**src/rtl/aux_xact_seq.sv**
```systemverilog
module aux_xact_seq #(
  parameter int CLK_PER_US = 100,
  parameter int TMO_US     = 1000,
  parameter int SETTLE_US  = 400,
  parameter int MAX_TRIES  = 32
) (
  input  logic         clk,
  input  logic         rst_n,
  input  logic         req_valid,
  input  logic [3:0]   req_type,
  input  logic [19:0]  req_addr,
  input  logic [4:0]   req_len,
  input  logic [127:0] req_wdata,
  output logic         busy,
  output logic         done,
  output logic [1:0]   result,
  output logic [127:0] rdata,
  output logic         ch_req,
  output logic         ch_rst,
  output logic         ch_start,
  output logic [15:0]  ch_ctrl,
  output logic [19:0]  ch_addr,
  output logic [127:0] ch_wdata,
  input  logic         ch_busy,
  input  logic         ch_gnt,
  input  logic         ch_done,
  input  logic [31:0]  ch_status,
  input  logic [127:0] ch_rdata
);
  localparam int US_MAX = (TMO_US > SETTLE_US) ? TMO_US : SETTLE_US;
  localparam int US_W   = $clog2(US_MAX + 1) + 1;
  localparam int PRE_W  = $clog2(CLK_PER_US + 1);
  localparam int TRY_W  = $clog2(MAX_TRIES + 1);
  localparam logic [1:0] RES_OK = 2'd0, RES_BUSY = 2'd1, RES_NOSINK = 2'd2, RES_REMOTE = 2'd3;

  typedef enum logic [2:0] {S_IDLE, S_WIDLE, S_WGNT, S_SINK, S_RST, S_SETTLE, S_START, S_FIN} st_t;

  st_t              state, state_n;
  logic [3:0]       typ;
  logic [4:0]       len;
  logic [1:0]       res_n;
  logic [TRY_W-1:0] tries;
  logic [PRE_W-1:0] pre;
  logic [US_W-1:0]  us;
  logic             tick, tmo, err, last_try;

  function automatic logic [127:0] len_mask(input logic [4:0] n);
    for (int i = 0; i < 16; i++) len_mask[i*8 +: 8] = (i < int'(n)) ? 8'hFF : 8'h00;
  endfunction

  assign tick     = (pre == PRE_W'(CLK_PER_US - 1));
  assign tmo      = (us >= US_W'(TMO_US));
  assign err      = (|ch_status[19:16]) | (|ch_status[11:8]);
  assign last_try = (tries == TRY_W'(MAX_TRIES - 1));

  assign busy     = (state != S_IDLE);
  assign done     = (state == S_FIN);
  assign ch_req   = (state == S_WGNT) || (state == S_SINK) || (state == S_RST) ||
                    (state == S_SETTLE) || (state == S_START);
  assign ch_rst   = (state == S_RST);
  assign ch_start = (state == S_START);
  assign ch_ctrl  = {typ, 8'h00, 4'(len - 5'd1)};

  always_comb begin
    state_n = state;
    res_n   = result;
    case (state)
      S_IDLE:   if (req_valid) state_n = S_WIDLE;
      S_WIDLE:  if (!ch_busy) state_n = S_WGNT;
                else if (tmo) begin state_n = S_FIN; res_n = RES_BUSY; end
      S_WGNT:   if (ch_gnt) state_n = S_SINK;
                else if (tmo) begin state_n = S_FIN; res_n = RES_BUSY; end
      S_SINK:   if (ch_status[28]) state_n = S_RST;
                else begin state_n = S_FIN; res_n = RES_NOSINK; end
      S_RST:    state_n = (tries != '0) ? S_SETTLE : S_START;
      S_SETTLE: if (us >= US_W'(SETTLE_US)) state_n = S_START;
      S_START:  if (ch_done) begin
                  if (!err) begin state_n = S_FIN; res_n = RES_OK; end
                  else if (last_try) begin state_n = S_FIN; res_n = RES_REMOTE; end
                  else state_n = S_RST;
                end else if (tmo) begin state_n = S_FIN; res_n = RES_REMOTE; end
      default:  state_n = S_IDLE;
    endcase
  end

  always_ff @(posedge clk or negedge rst_n) begin
    if (!rst_n) begin
      pre <= '0;
      us  <= '0;
    end else if (state == S_IDLE || state_n != state) begin
      pre <= '0;
      us  <= '0;
    end else if (tick) begin
      pre <= '0;
      if (us <= US_W'(US_MAX)) us <= us + 1'b1;
    end else begin
      pre <= pre + 1'b1;
    end
  end

  always_ff @(posedge clk or negedge rst_n) begin
    if (!rst_n) begin
      state    <= S_IDLE;
      result   <= RES_OK;
      typ      <= '0;
      len      <= 5'd1;
      ch_addr  <= '0;
      ch_wdata <= '0;
      rdata    <= '0;
      tries    <= '0;
    end else begin
      state  <= state_n;
      result <= res_n;
      if (state == S_IDLE && req_valid) begin
        typ      <= req_type;
        len      <= req_len;
        ch_addr  <= req_addr;
        ch_wdata <= req_type[0] ? '0 : (req_wdata & len_mask(req_len));
        rdata    <= '0;
      end
      if (state == S_SINK) tries <= '0;
      if (state == S_START && ch_done) begin
        if (err && !last_try) tries <= tries + 1'b1;
        if (!err && typ[0]) rdata <= ch_rdata & len_mask(len);
      end
    end
  end

  a_r3_no_sink: assert property (@(posedge clk) disable iff (!rst_n)
    (state == S_SINK && !ch_status[28]) |=> (done && result == RES_NOSINK));

  a_r6_retry_settles: assert property (@(posedge clk) disable iff (!rst_n)
    ($rose(ch_start) && tries != '0) |-> $past(state) == S_SETTLE);

  a_r8_ok_needs_clean: assert property (@(posedge clk) disable iff (!rst_n)
    (done && result == RES_OK) |-> ($past(ch_done) && !$past(err)));

  a_r10_released: assert property (@(posedge clk) disable iff (!rst_n)
    done |-> (!ch_req && !ch_start && busy));

  a_r1_busy_origin: assert property (@(posedge clk) disable iff (!rst_n)
    (done && result == RES_BUSY) |-> ($past(state) == S_WIDLE || $past(state) == S_WGNT));

  a_r10_done_single: assert property (@(posedge clk) disable iff (!rst_n)
    done |=> !done);
endmodule

```
**config.mk**
```make
export PLATFORM = sky130hd
export DESIGN_NAME = aux_xact_seq
export DESIGN_NICKNAME = d
export VERILOG_FILES = /design/src/rtl/aux_xact_seq.sv
export SDC_FILE = /design/constraint.sdc
export NUM_CORES = 1
export LEC_CHECK = 0
export BUFFER_PORTS_ARGS = -buffer_cell sky130_fd_sc_hd__buf_2
export CAP_MARGIN = 20
export CORE_AREA = 3 3 242 244
export CTS_CLUSTER_DIAMETER = 100
export DETAILED_ROUTE_END_ITERATION = 7
export DIE_AREA = 0 0 245 247
export SLEW_MARGIN = 20
export SYNTH_ARGS = -nofsm -noshare
export SYNTH_HDL_FRONTEND = slang
export SYNTH_SLANG_ARGS = --single-unit
```
**constraint.sdc**
```tcl
create_clock -name clk -period 3.75 [get_ports clk]
set_input_delay 1.125 -clock clk [delete_from_list [all_inputs] [get_ports clk]]
set_output_delay 1.125 -clock clk [all_outputs]
set_load 0.005 [all_outputs]
```
# Word-level counts from Yosys, hierarchy flattened
# Index checks and enable logic that the tools add are counted.
# word_totals
out_inout_bits	299
mem_count	0
romBits	0
latchBits	0
ram_bits	0
register_bits	314
# classes
n_mux	64
bitwise	3
n_addsub	4
shifts	0
n_reduce_logical	21
multipliers	0
order_cmp	35
eq_ne	15
n_div	0
# op_table
operator	n
$mux 128	4
$and 128x128->128	2
$mux 8	32
$lt 4x5->1 const A	16
$lt 3x5->1 const A	8
$mux 11	3
$mux 2	12
$pmux 3 s7	1
$lt 1x5->1 const A	4
$lt 2x5->1 const A	4
$mux 3	6
$mux 6	3
$mux 7	2
$eq 3x3->1 const B	4
$add 11x1->11 const B	1
$ge 11x10->1 const B	1
$ge 11x9->1 const B	1
$le 11x10->1 const B	1
$pmux 2 s4	1
$reduce_or 4->1	2
$add 7x1->7 const B	1
$eq 7x7->1 const B	1
$add 6x1->6 const B	1
$eq 3x2->1 const B	2
18 further kinds	29

# Logic depth before layout (Yosys ltp)
# logic_depth
depth_word	9
depth_mapped	11
ltp_nobuf	8

# Least setup slack after synthesis
# OpenSTA, ideal clock, no wires.
# synth_path
path_kind	input -> register
startpoint	in ch_status[9]
endpoint	reg rdata[100]
t_required_ns	3.618
setup_slack_ns	0.888
t_arrival_ns	2.730
n_path_buf	4
path_stages	9
setup_ns	0.132
path_cell_list	or4_4 > nor2_1 > nand3_1 > buf_2 > buf_6 > buf_6 > buf_2 > nand3_1 > o21ai_1
# synth_via
elab_chain_cells	6
# synth_rtl
item	line_no	text
from (decl)	27	input logic [31:0] ch_status,
$reduce_or 4->1	53	assign err = (|ch_status[19:16]) | (|ch_status[11:8]);
$or 1x1->1	53	
$logic_not 1->1	124	if (!err && typ[0]) rdata <= ch_rdata & len_mask(len);
$logic_and 1x1->1	124	
$mux 128	124	
$mux 128	122	if (state == S_START && ch_done) begin
to (signal assigned)	124	
to (decl)	17	output logic [127:0] rdata,
# Every way passes these cells.
# A chain may end at the register's enable or synchronous reset.

# Worst setup path in the final report
# layout_path
startpoint	reg len[2]
endpoint	out ch_ctrl[3]
# layout_via
elab_chain_cells	1
# layout_rtl
item	line_no	text
from (decl)	40	logic [4:0] len;
from (signal assigned)	116	len <= req_len;
$sub 4x1->4	62	assign ch_ctrl = {typ, 8'h00, 4'(len - 5'd1)};
to (decl)	21	output logic [15:0] ch_ctrl,
# Every way passes these cells.

==> results.py <==
metrics = {
    "grt": {
        "antenna_found_initial": 7,
        "grt-ovfl-total": 0,
        "grt_pass1_wl_um": 69800,
        "grt_usage": 0.148,
        "grt_max_degree": 171,
        "grt_pass1_vias": 11900,
    },
    "cts": {
        "root_buffer": "clkbuf_16",
        "cts.sinks": 314,
        "cts.repair.resized": 0,
        "cts_inserted_buffers": 38,
        "cts_buffer_depth": 3,
        "clk_transition_reported_paths_ns": 0.06,
        "h-tree-depth": 2,
        "clk-insertion-delay-late_ns": 0.54,
        "tritoncts": "built",
        "cts_hold_buf": 0,
        "post_cts_buffers": 0,
    },
    "floorplan": {
        "die_area_mm2": 0.0605,
        "core_mm2": 0.0565,
        "die_h_um": 247,
        "start_util": 0.231,
        "ios": 622,
        "die-width_um": 245,
        "rows": 87,
    },
    "drt": {
        "dr.pass1.iters": 5,
        "vias": 11700,
        "antenna_left": 0,
        "wire_per_inst_um": 18.2,
        "wl_um": 47000,
        "drcViolationCount": 0,
        "routed_via_density": 4.53,
        "drt_iter0_drc": 465,
    },
    "power_and_ir_drop": {
        "power.density_mw_per_mm2": 661,
        "seqPwrFrac": 0.383,
        "finalPower_mw": 12.2,
        "share_comb_of_total_power": 0.288,
        "power.switching_mw": 4.00,
        "ir_drop_mv": 0.375,
        "internal_power_mw": 8.15,
        "clkPwrFrac": 0.329,
        "switching_share": 0.329,
        "p_leak_nw": 9.53,
    },
    "critical_path": {
        "worst-setup-path-type": "flop to output port",
        "crit_path_top_delay_cell": "or4_1",
        "arrival_ns": 1.77,
        "end_kind": "output port",
        "rr_startpoint": "state[0]",
        "slowest_delay_ns": 0.54,
        "crit_start": "len[2]",
        "path_max_fanout": 11,
        "r2r_slack_ns": 1.12,
        "critPathRequiredTime_ns": 2.62,
        "cp-start-kind": "flop",
        "path_cells": "or4_1 > nand2_1 > buf_2",
    },
    "sta": {
        "finalHoldViolations": 0,
        "rsz0062_at_grt": "no",
        "setup_viol": 0,
        "timing.slew.headroom": 0.298,
        "fin_skew_ns": 0.0160,
        "finalMaxSlewViolations": 0,
        "period_minus_slack_ns": 2.89,
        "fin_setup_tns_ns": 0,
        "fin_crit_sh": 0.772,
        "tightest_slew_ns": 1.05,
        "fmax_mhz": 346,
    },
    "finish": {
        "ff_latch_area_mm2": 0.00786,
        "fin_area_mm2": 0.0184,
        "final_common_cell": "buf_2",
        "finish.utilization": 0.325,
        "instances_no_fill": 2581,
        "drive_above_1_share": 0.412,
        "multi_input_area_mm2": 0.00478,
        "areaGrowthSynthToFinish_pct": 40.7,
        "finalNetCount": 2121,
        "fillCellCount": 5829,
        "final_cell_mix": "buf_2 (589), dfrtp_1 (313), nand2_1 (185), nand3_1 (139), o21ai_1 (128)",
    },
    "synthesis": {
        "synth_top_family_by_area": "compound AO/OA/AOI/OAI gates",
        "synth-compound-area-share": 0.166,
        "yosys.area_share.xor_xnor": 0.0113,
        "synthMuxAreaShare": 0.0280,
        "netlist_instances": 1209,
        "synthAdderAreaFrac": 0.00575,
        "ys.flop_type": "dfrtp_1",
        "synth_edf_count": 0,
        "ys_warn_count": 0,
        "ys_seq_elements": 314,
        "avgSynthCellArea_um2": 10.8,
        "synthSimpleGateAreaFrac": 0.150,
        "ys_seq_area_frac": 0.602,
        "synthDistinctLibCells": 66,
        "syn_area_mm2": 0.0131,
        "synthArstFlopShare": 1.00,
    },
    "placed_design": {
        "dp.cells": 2508,
        "placed_area_mm2": 0.0170,
        "globalplace.congestion": 0.931,
        "dp_hpwl_um": 35900,
        "io_buffers": 590,
    },
    "job": {
        "maxCapViolations": 0,
    },
    "hold_path": {
        "hold_path_class": "flop to flop",
        "hp-start": "ch_wdata[58]",
    },
    "run_status": {
        "status": "complete, no violations",
    },
}
flip-flops by register name (all words and copies together) (netlist names), 4 cells and up:
name and count:
ch_addr 20, ch_wdata 128, len 5, pre 7
rdata 128, tries 6, typ 4, us 11
logic make-up (layout without fill, tap and decap cells):
kind of cell,Yosys count,in the layout
AND/OR/NAND/NOR,414,414
AO/OA/AOI/OAI,318,318
flip-flops,314,314
buffers and inverters,107,711
multiplexers,33,33
XOR/XNOR,16,16
adder cells (fa/ha/maj),6,6
other,1,13
per-stage QoR:
stage | hold slack [ns] | setup WS, ns
after detailed placement | 0.465 | 0.367
after global placement | 0.460 | 0.410
after floorplan | 0.467 | 0.888
after CTS | 0.479 | 0.789
final | 0.473 | 0.857
after global routing | 0.511 | 0.758
layer usage:
layer	track usage	vias up	routed length, um
li1	-	5446	-
met1	0.180	5643	18900
met2	0.254	523	22800
met3	0.0359	88	3500
met4	0.0590	4	1780
met5	0	-	21
worst max-delay path: cells and delay by family (launching register included):
family / cells / cell delay [ns]
buf+inv: 1 / 0.11
flops: 1 / 0.51
simple gates: 2 / 0.61
worst paths after layout:
kind | endpoint | cells past startpoint
hold / removal | ch_wdata[58] | 2
setup / recovery | ch_ctrl[3] | 3
setup reg to reg | us[4] | 5
min in group asynchronous | rdata[6] | 1
max in group asynchronous | result[1] | 2
hold reg to reg | ch_wdata[58] | 2
synth_stat cells, types with 7 or more instances:
cell / count / area share
buf_4: 8 / 0.0046
nor4_2: 8 / 0.0077
xnor2_1: 8 / 0.0054
o21ai_0: 25 / 0.0096
o21ai_1: 128 / 0.049
nand2_1: 185 / 0.053
buf_2: 16 / 0.0061
dfrtp_1: 313 / 0.60
clkbuf_1: 60 / 0.017
a21oi_1: 13 / 0.0050
nor4_1: 9 / 0.0043
nand3_1: 140 / 0.054
nor2_1: 27 / 0.0078
a22o_1: 112 / 0.075
xor2_1: 7 / 0.0047
mux2_2: 28 / 0.024
nand2b_1: 13 / 0.0062
inv_1: 11 / 0.0032
power groups by stage:
stage          combinational [mW]  clock (mW)  sequential, mW
2_1_floorplan                1.93           0            4.62
3_3_place_gp                 3.52           0            4.68
3_5_place_dp                 3.59           0            4.68
4_1_cts                      3.58        4.13            4.66
5_1_grt                      3.86        4.25            4.75
6_report                     3.50        3.99            4.66
layout make-up:
cell class / instances / share of cell area
Multi-Input combinational cell: 796 / 0.260
Tap cell: 756 / 0.0515
Clock inverter: 17 / 0.0144
Inverter: 14 / 0.00286
Clock buffer: 52 / 0.0606
Timing Repair Buffer: 628 / 0.182
Antenna cell: 4 / 0.000545
Sequential cell: 314 / 0.428
Power figures use the tool's default switching activity.
